[src/rtl/sramc_pkg.sv]
package sramc_pkg;

  typedef enum logic [2:0] {
    ST_IDLE  = 3'd0,
    ST_READ  = 3'd1,
    ST_WTURN = 3'd2,
    ST_WDATA = 3'd3,
    ST_WEND  = 3'd4
  } sramc_state_e;

  localparam int TURNOFF_NS = 35;

  function automatic int imax(input int a, input int b);
    return (a > b) ? a : b;
  endfunction

  // ceiling of ns / clk_ns, never below one cycle
  function automatic int ns_to_cyc(input int ns, input int clk_ns);
    return imax(1, (ns + clk_ns - 1) / clk_ns);
  endfunction

  function automatic int grade_oe_ns(input int g);
    case (g)
      120:     return 60;
      150:     return 70;
      200:     return 100;
      default: return 50;
    endcase
  endfunction

  function automatic int grade_wp_ns(input int g);
    case (g)
      120:     return 90;
      150:     return 100;
      200:     return 150;
      default: return 75;
    endcase
  endfunction

  function automatic int grade_ds_ns(input int g);
    case (g)
      120:     return 50;
      150:     return 60;
      200:     return 50;
      default: return 40;
    endcase
  endfunction

endpackage

[src/rtl/sramc_rst_sync.sv]
module sramc_rst_sync #(
  parameter int STAGES = 2
) (
  input  logic clk,
  input  logic rst_n,
  output logic rst_sync_n
);
  logic [STAGES-1:0] sync_q;

  always_ff @(posedge clk or negedge rst_n) begin
    if (!rst_n) sync_q <= '0;
    else        sync_q <= {sync_q[STAGES-2:0], 1'b1};
  end

  assign rst_sync_n = sync_q[STAGES-1];
endmodule

[src/rtl/sramc_phase_timer.sv]
module sramc_phase_timer #(
  parameter int CNT_W = 4
) (
  input  logic             clk,
  input  logic             rst_n,
  input  logic             load,
  input  logic [CNT_W-1:0] load_val,
  output logic             done
);
  logic [CNT_W-1:0] cnt_q;
  logic [CNT_W-1:0] cnt_d;
  logic             cnt_en;

  assign cnt_en = load || (cnt_q != '0);

  always_comb begin
    if (load) cnt_d = load_val;
    else      cnt_d = cnt_q - CNT_W'(1);
  end

  always_ff @(posedge clk or negedge rst_n) begin
    if (!rst_n)      cnt_q <= '0;
    else if (cnt_en) cnt_q <= cnt_d;
  end

  assign done = (cnt_q == CNT_W'(1));
endmodule

[src/rtl/sramc_fsm.sv]
module sramc_fsm
  import sramc_pkg::*;
#(
  parameter int CNT_W = 4,
  parameter int N_RD  = 10,
  parameter int N_ODW = 4,
  parameter int N_WD  = 4,
  parameter int N_END = 2
) (
  input  logic             clk,
  input  logic             rst_n,
  input  logic             req,
  input  logic             we,
  input  logic             mem_ready,
  input  logic             timer_done,
  output logic             load,
  output logic [CNT_W-1:0] load_val,
  output logic             accept,
  output logic             capture,
  output logic             ack,
  output logic             ce_n,
  output logic             oe_n,
  output logic             we_n,
  output logic             dq_oe
);
  sramc_state_e st_q, st_d;
  logic ack_q, ack_d;
  logic ce_n_q, oe_n_q, we_n_q, dq_oe_q;
  logic ce_n_d, oe_n_d, we_n_d, dq_oe_d;

  always_comb begin
    st_d    = st_q;
    accept  = 1'b0;
    capture = 1'b0;
    ack_d   = 1'b0;
    case (st_q)
      ST_IDLE: begin
        if (req && mem_ready && !ack_q) begin
          accept = 1'b1;
          st_d   = we ? ST_WTURN : ST_READ;
        end
      end
      ST_READ: begin
        if (!mem_ready) st_d = ST_IDLE;
        else if (timer_done) begin
          st_d    = ST_IDLE;
          capture = 1'b1;
          ack_d   = 1'b1;
        end
      end
      ST_WTURN: begin
        if (!mem_ready)      st_d = ST_IDLE;
        else if (timer_done) st_d = ST_WDATA;
      end
      ST_WDATA: begin
        if (!mem_ready)      st_d = ST_IDLE;
        else if (timer_done) st_d = ST_WEND;
      end
      ST_WEND: begin
        if (!mem_ready) st_d = ST_IDLE;
        else if (timer_done) begin
          st_d  = ST_IDLE;
          ack_d = 1'b1;
        end
      end
      default: st_d = ST_IDLE;
    endcase
  end

  always_comb begin
    load = (st_d != st_q) && (st_d != ST_IDLE);
    case (st_d)
      ST_READ:  load_val = CNT_W'(N_RD);
      ST_WTURN: load_val = CNT_W'(N_ODW);
      ST_WDATA: load_val = CNT_W'(N_WD);
      ST_WEND:  load_val = CNT_W'(N_END);
      default:  load_val = '0;
    endcase
  end

  // strobes decoded from the next state and registered
  always_comb begin
    ce_n_d  = (st_d == ST_IDLE);
    oe_n_d  = (st_d != ST_READ);
    we_n_d  = !((st_d == ST_WTURN) || (st_d == ST_WDATA));
    dq_oe_d = (st_d == ST_WDATA) || (st_d == ST_WEND);
  end

  always_ff @(posedge clk or negedge rst_n) begin
    if (!rst_n) begin
      st_q    <= ST_IDLE;
      ack_q   <= 1'b0;
      ce_n_q  <= 1'b1;
      oe_n_q  <= 1'b1;
      we_n_q  <= 1'b1;
      dq_oe_q <= 1'b0;
    end else begin
      st_q    <= st_d;
      ack_q   <= ack_d;
      ce_n_q  <= ce_n_d;
      oe_n_q  <= oe_n_d;
      we_n_q  <= we_n_d;
      dq_oe_q <= dq_oe_d;
    end
  end

  assign ack   = ack_q;
  assign ce_n  = ce_n_q;
  assign oe_n  = oe_n_q;
  assign we_n  = we_n_q;
  assign dq_oe = dq_oe_q;
endmodule

[src/rtl/sramc_datapath.sv]
module sramc_datapath #(
  parameter int AW = 11,
  parameter int DW = 8
) (
  input  logic          clk,
  input  logic          rst_n,
  input  logic          accept,
  input  logic          capture,
  input  logic [AW-1:0] addr,
  input  logic [DW-1:0] wdata,
  input  logic [DW-1:0] mem_dq_i,
  output logic [AW-1:0] mem_addr,
  output logic [DW-1:0] mem_dq_o,
  output logic [DW-1:0] rdata
);
  logic [AW-1:0] addr_q;
  logic [DW-1:0] wd_q;
  logic [DW-1:0] rd_q;

  always_ff @(posedge clk or negedge rst_n) begin
    if (!rst_n) begin
      addr_q <= '0;
      wd_q   <= '0;
    end else if (accept) begin
      addr_q <= addr;
      wd_q   <= wdata;
    end
  end

  always_ff @(posedge clk or negedge rst_n) begin
    if (!rst_n)       rd_q <= '0;
    else if (capture) rd_q <= mem_dq_i;
  end

  assign mem_addr = addr_q;
  assign mem_dq_o = wd_q;
  assign rdata    = rd_q;
endmodule

[src/rtl/sramc_ctrl.sv]
module sramc_ctrl
  import sramc_pkg::*;
#(
  parameter int CLK_NS   = 10,
  parameter int GRADE_NS = 100,
  parameter int AW       = 11,
  parameter int DW       = 8
) (
  input  logic          clk,
  input  logic          rst_n,
  input  logic          req,
  input  logic          we,
  input  logic [AW-1:0] addr,
  input  logic [DW-1:0] wdata,
  output logic          ack,
  output logic [DW-1:0] rdata,
  input  logic          mem_ready,
  output logic [AW-1:0] mem_addr,
  output logic          mem_ce_n,
  output logic          mem_oe_n,
  output logic          mem_we_n,
  output logic [DW-1:0] mem_dq_o,
  output logic          mem_dq_oe,
  input  logic [DW-1:0] mem_dq_i
);
  localparam int N_RD  = ns_to_cyc(imax(GRADE_NS, grade_oe_ns(GRADE_NS)), CLK_NS);
  localparam int N_ODW = ns_to_cyc(TURNOFF_NS, CLK_NS);
  localparam int N_WD  = imax(1, imax(ns_to_cyc(grade_ds_ns(GRADE_NS), CLK_NS),
                                      ns_to_cyc(grade_wp_ns(GRADE_NS), CLK_NS) - N_ODW));
  localparam int N_END = imax(1, ns_to_cyc(GRADE_NS, CLK_NS) - N_ODW - N_WD);
  localparam int N_MAX = imax(imax(N_RD, N_ODW), imax(N_WD, N_END));
  localparam int CNT_W = $clog2(N_MAX + 1);

  logic             rst_int_n;
  logic             t_load;
  logic [CNT_W-1:0] t_val;
  logic             t_done;
  logic             accept;
  logic             capture;

  sramc_rst_sync #(.STAGES(2)) u_rst (
    .clk        (clk),
    .rst_n      (rst_n),
    .rst_sync_n (rst_int_n)
  );

  sramc_phase_timer #(.CNT_W(CNT_W)) u_timer (
    .clk      (clk),
    .rst_n    (rst_int_n),
    .load     (t_load),
    .load_val (t_val),
    .done     (t_done)
  );

  sramc_fsm #(
    .CNT_W (CNT_W),
    .N_RD  (N_RD),
    .N_ODW (N_ODW),
    .N_WD  (N_WD),
    .N_END (N_END)
  ) u_fsm (
    .clk        (clk),
    .rst_n      (rst_int_n),
    .req        (req),
    .we         (we),
    .mem_ready  (mem_ready),
    .timer_done (t_done),
    .load       (t_load),
    .load_val   (t_val),
    .accept     (accept),
    .capture    (capture),
    .ack        (ack),
    .ce_n       (mem_ce_n),
    .oe_n       (mem_oe_n),
    .we_n       (mem_we_n),
    .dq_oe      (mem_dq_oe)
  );

  sramc_datapath #(.AW(AW), .DW(DW)) u_dp (
    .clk      (clk),
    .rst_n    (rst_int_n),
    .accept   (accept),
    .capture  (capture),
    .addr     (addr),
    .wdata    (wdata),
    .mem_dq_i (mem_dq_i),
    .mem_addr (mem_addr),
    .mem_dq_o (mem_dq_o),
    .rdata    (rdata)
  );
endmodule

[config.mk]
export PLATFORM = sky130hd
export DESIGN_NAME = sramc_ctrl
export DESIGN_NICKNAME = d
export VERILOG_FILES = /design/src/rtl/sramc_pkg.sv /design/src/rtl/sramc_rst_sync.sv /design/src/rtl/sramc_phase_timer.sv /design/src/rtl/sramc_fsm.sv /design/src/rtl/sramc_datapath.sv /design/src/rtl/sramc_ctrl.sv
export SDC_FILE = /design/constraint.sdc
export NUM_CORES = 1
export LEC_CHECK = 0
export ABC_AREA = 1
export BUFFER_PORTS_ARGS = -buffer_cell sky130_fd_sc_hd__buf_2
export CAP_MARGIN = 5
export CORE_MARGIN = 2
export CORE_UTILIZATION = 45
export CTS_CLUSTER_SIZE = 25
export DETAILED_ROUTE_END_ITERATION = 8
export HOLD_SLACK_MARGIN = 0.02
export PLACE_DENSITY = 0.79
export SLEW_MARGIN = 20
export SYNTH_ARGS = -nofsm -noshare
export SYNTH_HDL_FRONTEND = slang
export SYNTH_SLANG_ARGS = --single-unit
[constraint.sdc]
create_clock -name clk -period 2.15 [get_ports clk]
set_input_delay 0.215 -clock clk [delete_from_list [all_inputs] [get_ports clk]]
set_output_delay 0.215 -clock clk [all_outputs]
set_load 0.05 [all_outputs]
==> results.cfg, run 1 <==
[drt]
num_vias = 1476
post_drt_wl_per_cell_microns = 10.73
drt_iter0_drc = 104
viasPerCell = 4.584
routed_wl_mm = 3.456
drt-pass1-iter-count = 5
drtAntennaViolNets = 0
post-route-drc-count = 0

[timing]
rsz0062_at_grt = no
fin_crit_sh_pct = 81.41
fin_ws_ns = 0.3996
setup_viol = 0
holdWs_ns = 0.1164
worst_pin_slew_ns = 0.7030
finClkSkew_ns = 0.01018
slew_headroom_pct = 53.14
fin_crit_ns = 1.750
drv_slew = 0
tns_ns = 0
fmaxAchievable_mhz = 571.3
hold_viol = 0

[critical_path]
cp.required_ns = 2.34
cp_max_fo = 6
cp_cell_sequence = nor2_1 > nand2_2 > inv_1 > nand2_1 > nor2_2 > o21bai_2 > nand3_4 > nand2_4 > nand2_2 > nand2_1 > nand2_1 > inv_1
critPathKind = reg -> reg
cp.arrival_ns = 1.94
crit_buf_inv = 2
cp_common_cell = nand2_1
rr_worst_depth = 12
r2r_start = u_fsm.st_q[1]
crit_path_max_incr_delay_ns = 0.47
cpLargestDelayFamily = simple AND/OR/NAND/NOR gates
setup.worst_path.end_class = register
r2r-end = u_timer.cnt_q[1]
start_kind = register
cpMaxStageDelayCell = dfrtp_1
reg2reg_slack_ns = 0.40

[layout]
multi_input_area_sq_um = 719.4
drive_above_1_share_pct = 38.60
n_antenna_cell = 0
utilization_pct = 58.92
syn_to_final_growth_pct = 27.30
n_fill_cell = 346
layout.nets = 306
layout.area.seq_sq_mm = 0.001030

[cts]
clkSinkCount = 41
tritoncts = done
htreeDepth = 2
cts_root_buffer = clkbuf_8
cts_setup_buffers = 0
cts.path.max_buffers = 2
clk_pin_slew_worst_paths_ns = 0.08
insertion_delay_ns = 0.29
cts_made_buffers = 5

[logic_synthesis]
synth_fp_nets = 235
ys_ff_latch = 41
synthTopCellsByArea = dfrtp_1 (52%), nand2_1 (16%), mux2_2 (4.9%)
ys_seq_area_share_pct = 56.02
netlist_area_sq_mm = 0.001838
syn_inst = 200
syn_area_per_cell_sq_um = 9.190
yosysTopAreaCell = dfrtp_1
yosysUniqueCellTypes = 28
synth_top_area_share_pct = 51.74
yosys_warnings = 0

[hold_path]
worstHoldEndpoint = u_dp.mem_dq_o[0]
hp-class = in -> reg
hold_depth = 3
worstHoldStart = wdata[0]

[outcome]
outcome = completed

[placement]
gp_congestion = 0.8859
pre_cts_ws_ns = 0.4741
post-dp-hpwl_mm = 2.624
port_buffers = 63

[floorplanning]
die_y_microns = 67.91
die-area_sq_mm = 0.004612
coreArea_sq_mm = 0.003971
boundaryPins = 64
rows = 23
die_w_microns = 67.91
start_util_pct = 46.28

[grt]
grt_pass1_wl_mm = 5.561
grt-ovfl-total = 0
grt_use_total_pct = 16.20
grt_max_degree = 21
grt_pass1_vias = 1308
antenna_found_initial = 0

[pwr]
powerDensity_mw_per_mm2 = 1745
total_power_mw = 4.083
leakagePower_nw = 1.362
ir_drop_v = 0.0009013

[flow_run]
cap_violations = 0
-- Yosys cell counts --
cell / n
dfstp_2: 3
nand2_4: 1
inv_1: 18
nand2_1: 79
inv_2: 2
nand3b_1: 1
o31ai_1: 1
conb_1: 1
nand3_2: 1
a21oi_2: 1
o21bai_2: 1
a21oi_1: 3
o21ai_0: 1
nand3_4: 1
o21ai_1: 2
clkbuf_1: 1
nor2_1: 9
buf_2: 2
nand3_1: 9
mux2_2: 8
xor2_1: 1
ha_1: 3
dfrtp_1: 38
nand2_2: 6
nor3_2: 1
nor2_2: 3
and3_4: 1
nor2_4: 2
-- sequential cells by signal, summed over array words and instances, names as in the netlist --
name and flops:
u_dp.mem_addr 11, u_dp.mem_dq_o 8, u_dp.rdata 8, u_fsm.ack 1, u_fsm.ce_n 1, u_fsm.dq_oe 1, u_fsm.oe_n 1, u_fsm.st_q 3
u_fsm.we_n 1, u_rst.sync_q 2, u_timer.cnt_q 4
-- worst max path at each step --
| stage | depth (start not counted) | from | slack, ns | to |
|---|---|---|---|---|
| floorplan | 11 | u_fsm.ack | 0.54 | u_timer.cnt_q[1] |
| global placement | 12 | u_fsm.st_q[1] | 0.51 | u_timer.cnt_q[1] |
| detailed placement | 12 | u_fsm.st_q[1] | 0.47 | u_timer.cnt_q[1] |
| CTS | 12 | u_fsm.st_q[1] | 0.44 | u_timer.cnt_q[1] |
| global route | 12 | u_fsm.st_q[1] | 0.27 | u_timer.cnt_q[1] |
| finish | 12 | u_fsm.st_q[1] | 0.40 | u_timer.cnt_q[1] |
-- kinds of logic after synthesis --
family | synth area share [%]
adders and majority gates | 2.042
buffers and inverters | 4.833
and+or+nand+nor | 28.39
AOI/OAI and AO/OA | 3.131
other | 0.2040
xor gates and xnor gates | 0.4766
muxes | 4.901
DFF | 56.02
-- final cells by class --
| cell class | instances | area share (%) |
|---|---|---|
| clock buffers | 7 | 4.118 |
| clock inverters | 1 | 0.3743 |
| inverters | 20 | 3.209 |
| multi-input cells | 136 | 30.75 |
| flip-flops and latches | 41 | 44.01 |
| well taps | 50 | 2.674 |
| repair buffers | 67 | 14.87 |
-- per-stage QoR --
stage / std cells / instance area [sq um]
2_1_floorplan: 200 / 1838
3_3_place_gp: 313 / 2225
3_5_place_dp: 313 / 2225
4_1_cts: 322 / 2340
5_1_grt: 322 / 2340
6_report: 322 / 2340
-- per-layer routing --
layer	share of wire, %	up-vias	GRT usage (%)
li1	-	750	-
met1	46	672	20.73
met2	46	49	26.10
met3	6.8	5	4.770
met4	1.3	0	6.000
met5	0	-	0
-- worst reg2reg max path, stage by stage (launching register included) --
cell and delay, ns:
dfrtp_1 0.47, nor2_1 0.29, nand2_2 0.10, inv_1 0.06
nand2_1 0.06, nor2_2 0.17, o21bai_2 0.10, nand3_4 0.12
nand2_4 0.09, nand2_2 0.06, nand2_1 0.05, nand2_1 0.05
inv_1 0.03
-- placed cells by master, fill, tap and decap left out, types with 2 or more instances in the layout --
cell type,instances
nor2_2,3
nor2_4,2
buf_4,3
mux2_2,8
clkbuf_8,7
o21ai_1,2
a21oi_1,3
inv_2,2
inv_1,18
nand3_1,9
nand2_1,79
buf_2,63
dfrtp_1,38
nand2_2,6
ha_1,3
nor2_1,9
dfstp_2,3
-- repair_timing --
| item | 4_1_cts | 5_1_grt |
|---|---|---|
| hold endpoints to repair | 2 | 0 |
| hold buffers | 1 | 0 |
| resized for setup | 0 | 0 |
-- power breakdown --
group          switching [mW]  total (mW)  internal [mW]
clock                   0.257       0.553          0.296
combinational            1.65        2.23          0.581
sequential              0.186        1.30           1.11
No activity file was read; power rests on OpenSTA's default activity.
==> inputs of run 2 (changes only) <==
CORE_UTILIZATION = 44   (was 45)
PLACE_DENSITY = 0.81   (was 0.79)
clock period = 1.6 ns   (was 2.15 ns; I/O delays follow)
==> results.cfg, run 2 (synthesis gave the netlist of run 1 again) <==
[cts]
clkSinkCount = 41
cts.path.max_buffers = 2
cts_root_buffer = clkbuf_8
htreeDepth = 2
tritoncts = done
cts_made_buffers = 5
insertion_delay_ns = 0.29
clk_pin_slew_worst_paths_ns = 0.08

[grt]
grt_pass1_vias = 1468
grt-ovfl-total = 0
grt_pass1_wl_mm = 6.451
gr-usage-met2_pct = 29.93
grt_max_degree = 25
grt_util_met1_pct = 24.26
grt_use_total_pct = 18.87
grt_busiest_layer = met2
use_met3_pct = 5.195
antenna_found_initial = 0

[timing]
hold_viol = 0
tns_ns = -0.004244
fmaxAchievable_mhz = 623.4
setup_viol = 2
fin_crit_ns = 1.604
rsz0062_at_grt = yes
fin_ws_ns = -0.004115
finClkSkew_ns = 0.007785
fin_crit_sh_pct = 100.3
drv_slew = 0

[layout]
layout.nets = 318
layout_common_cells = nand2_1 (75), buf_2 (63), dfrtp_1 (34)
final_common_cell = nand2_1
n_antenna_cell = 0
syn_to_final_growth_pct = 39.69
largest_register_ffs = 11
drive_above_1_share_pct = 48.59

[floorplanning]
die_y_microns = 68.63
start_util_pct = 45.95
die_w_microns = 68.63
rows = 23
coreArea_sq_mm = 0.004000
boundaryPins = 64
die-area_sq_mm = 0.004710

[critical_path]
cp_max_fo = 6
crit_buf_inv = 2
cp_cell_sequence = ha_4 > nand2_4 > inv_2 > nand2_2 > nand2_1 > o21ai_2 > nand3_4 > nand2_4 > nand2_1 > o21ai_1 > inv_1
start_kind = register
cp.required_ns = 1.78
critPathKind = reg -> reg
cp.arrival_ns = 1.78
crit_path_max_incr_delay_ns = 0.41
cpMaxStageDelayCell = dfrtp_1
setup.worst_path.end_class = register
cpLargestDelayFamily = simple AND/OR/NAND/NOR gates

[drt]
drtAntennaViolNets = 0
drt_iter0_drc = 53
post-route-drc-count = 0
routed_wl_mm = 4.029
viasPerCell = 4.689
drt-pass1-iter-count = 4
post_drt_wl_per_cell_microns = 12.06
num_vias = 1566

[outcome]
outcome = finished, violations left
violations = setup timing

[pwr]
powerDensity_mw_per_mm2 = 2354
total_power_mw = 6.043
leakagePower_nw = 1.446
ir_drop_v = 0.001335

[placement]
port_buffers = 63
post-dp-hpwl_mm = 2.701
gp_congestion = 0.9108

[flow_run]
cap_violations = 0

[hold_path]
hp-class = in -> reg
run 2: cell count changes in the layout (fill, tap and decap cells not counted), sizes merged:
cell    previous run  this run
bufinv             0         1
clkbuf             7         6
clkinv             0         1
inv               21        20
buf               66        78
run 2: worst paths after layout:
kind                             startpoint                to  slack, ns  cells after the start
max                        u_timer.cnt_q[0]  u_timer.cnt_q[3]     -0.004                     11
max in group asynchronous   u_rst.sync_q[1]        u_fsm.ce_n       1.05                      1
min                                 addr[1]  u_dp.mem_addr[1]       0.06                      3
min in group asynchronous             rst_n   u_rst.sync_q[0]       0.18                      2
max reg2reg                u_timer.cnt_q[0]  u_timer.cnt_q[3]     -0.004                     11
min reg2reg                 u_rst.sync_q[1]  u_dp.mem_dq_o[6]       0.21                      1
run 2: area by class of cell:
type | instances | area (sq um)
flip-flops and latches | 41 | 1035
fillers | 326 | 1433
clock inverters | 2 | 35.03
inverters | 20 | 75.07
clock buffers | 6 | 72.57
repair buffers | 79 | 450.4
multi-input cells | 136 | 837.1
well taps | 50 | 62.56
run 2: worst min-delay path, delay by kind of cell:
kind | cells | cell delay [ns]
buffers and inverters | 1 | 0.07
AND/OR/NAND/NOR | 2 | 0.09
run 2: timing repair:
| action | 4_1_cts | 5_1_grt |
|---|---|---|
| hold endpoints to repair | 2 | 0 |
| hold buffers | 1 | 0 |
| setup endpoints to repair | 11 | 33 |
| pin swaps | 2 | 13 |
| buffers inserted | 2 | 4 |
| resized for setup | 7 | 26 |
run 2: power by group:
part	leakage (nW)	switching [mW]	internal, mW
combinational	0.880	2.41	1.04
sequential	0.511	0.293	1.51
clock	0.0552	0.334	0.463
total	1.45	3.04	3.00
run 2: metal layers:
metal	wire (microns)	part of all wire, %
met5	0	0
met4	68	1.7
met3	237	5.9
met2	1933	48
met1	1789	44
run 2: per-stage QoR:
step	instances	instance area [sq um]	setup slack (ns)	util, %	hold slack, ns
2_1_floorplan	200	1839	0.07785	-	-0.1356
3_3_place_gp	319	2271	0.02530	56.77	-0.04749
3_5_place_dp	319	2271	-0.05057	56.77	-0.05062
4_1_cts	330	2447	-0.01236	61.18	0.05355
5_1_grt	334	2567	-0.1012	64.19	0.05036
6_report	334	2567	-0.004115	64.19	0.06102
==> inputs of run 3 (changes only) <==
TNS_END_PERCENT = 10   (was not set)
==> results.cfg, run 3 (synthesis gave the netlist of run 1 again) <==
[outcome]
outcome = finished, violations left
violations = setup timing

[hold_path]
hp-class = in -> reg
hold_depth = 3
worstHoldStart = addr[1]

[floorplanning]
start_util_pct = 45.95
boundaryPins = 64
coreArea_sq_mm = 0.004000
rows = 23
die-area_sq_mm = 0.004710
die_w_microns = 68.63
die_y_microns = 68.63

[drt]
drt-pass1-iter-count = 4
post_drt_wl_per_cell_microns = 12.24
wl_met3_microns = 248
highest_layer = met4
num_vias = 1563
drt_iter0_drc = 49
routed_wl_mm = 4.100
post-route-drc-count = 0
viasPerCell = 4.666
drtAntennaViolNets = 0
dr_wl_met2_mm = 1.973
met1_length_mm = 1.806

[cts]
tritoncts = done
htreeDepth = 2
insertion_delay_ns = 0.29
clk_pin_slew_worst_paths_ns = 0.08
cts.path.max_buffers = 2
cts_root_buffer = clkbuf_8
cts_made_buffers = 5
clkSinkCount = 41

[critical_path]
setup.worst_path.end_class = register
cp_cell_sequence = nand2_4 > nor2_4 > nor2_2 > nor2_2 > nand3_2 > nand2_2 > nand3_4 > nand2_4 > nand2_1 > o21ai_1 > inv_1
cp.arrival_ns = 1.78
cpMaxStageDelayCell = dfrtp_2
r2r_start = u_fsm.st_q[0]
critPathKind = reg -> reg
crit_path_max_incr_delay_ns = 0.46
start_kind = register
reg2reg_slack_ns = -0.002
cp-startpoint = u_fsm.st_q[0]
cp_max_fo = 6
cp.required_ns = 1.78
rr_worst_depth = 11

[timing]
setup_viol = 1
holdWs_ns = 0.06075
fin_crit_sh_pct = 100.1
fin_ws_ns = -0.002245
hold_viol = 0
fmaxAchievable_mhz = 624.1
rsz0062_at_grt = yes
fin_crit_ns = 1.602
finClkSkew_ns = 0.007887
drv_slew = 0

[grt]
grt-ovfl-total = 0
grt_max_degree = 25
antenna_found_initial = 0
grt_pass1_wl_mm = 6.451
grt_pass1_vias = 1469
grt_use_total_pct = 18.87

[placement]
pre_cts_ws_ns = -0.05057
post-dp-hpwl_mm = 2.701
gp_congestion = 0.9108
port_buffers = 63
place_area_sq_mm = 0.002271
placed_cells = 319

[layout]
largest_register_ffs = 11
layout.nets = 319
drive_above_1_share_pct = 49.47
final_area_sq_mm = 0.002594
syn_to_final_growth_pct = 41.12
n_antenna_cell = 0
stdcell_count = 335
layout_common_cells = nand2_1 (74), buf_2 (63), dfrtp_1 (34)
final_common_cell = nand2_1

[pwr]
total_power_mw = 6.125
ir_drop_v = 0.001328
leakagePower_nw = 1.453
powerDensity_mw_per_mm2 = 2361

[flow_run]
cap_violations = 0
run 3: area by class of cell:
type,instances,area (sq um)
inverters,20,75.07
fillers,328,1406
clock buffers,6,72.57
well taps,50,62.56
repair buffers,80,461.7
flip-flops and latches,41,1035
multi-input cells,136,852.1
clock inverters,2,35.03
run 3: repair_timing:
item	in CTS	in global routing
endpoints found under the setup margin	11	33
hold buffers	1	0
pin swaps	1	16
resized for setup	7	31
setup buffers	2	5
cloned	0	0
endpoints found under the hold margin	2	0
run 3: worst paths after layout:
kind,end
min,u_dp.mem_addr[1]
min in group asynchronous,u_rst.sync_q[0]
max,u_timer.cnt_q[3]
max reg2reg,u_timer.cnt_q[3]
min reg2reg,u_dp.mem_dq_o[6]
max in group asynchronous,u_fsm.ce_n
run 3: power breakdown:
part	switching [mW]	internal, mW	total [mW]	leakage [nW]
logic	2.46	1.07	3.53	0.887
clock network	0.335	0.463	0.797	0.0552
registers	0.292	1.51	1.80	0.511
total	3.08	3.04	6.12	1.45
run 3: per-layer routing:
metal / GRT usage, % / vias up
li1: - / 782
met1: 24.26 / 722
met2: 29.93 / 52
met3: 5.195 / 7
met4: 8.000 / 0
met5: 0 / -
run 3: metrics by stage:
stage / utilization, % / TNS [ns]
after CTS: 61.18 / -0.04494
after global placement: 56.77 / 0
final: 64.84 / -0.002245
after floorplan: - / 0
after detailed placement: 56.77 / -0.08427
after global routing: 64.84 / -0.9530
run 3: worst max-delay path, delay by kind of cell (launching register included):
family	cells	cell delay, ns
buf+inv	1	0.06
flops	1	0.46
compound gates	1	0.07
simple gates	9	0.89
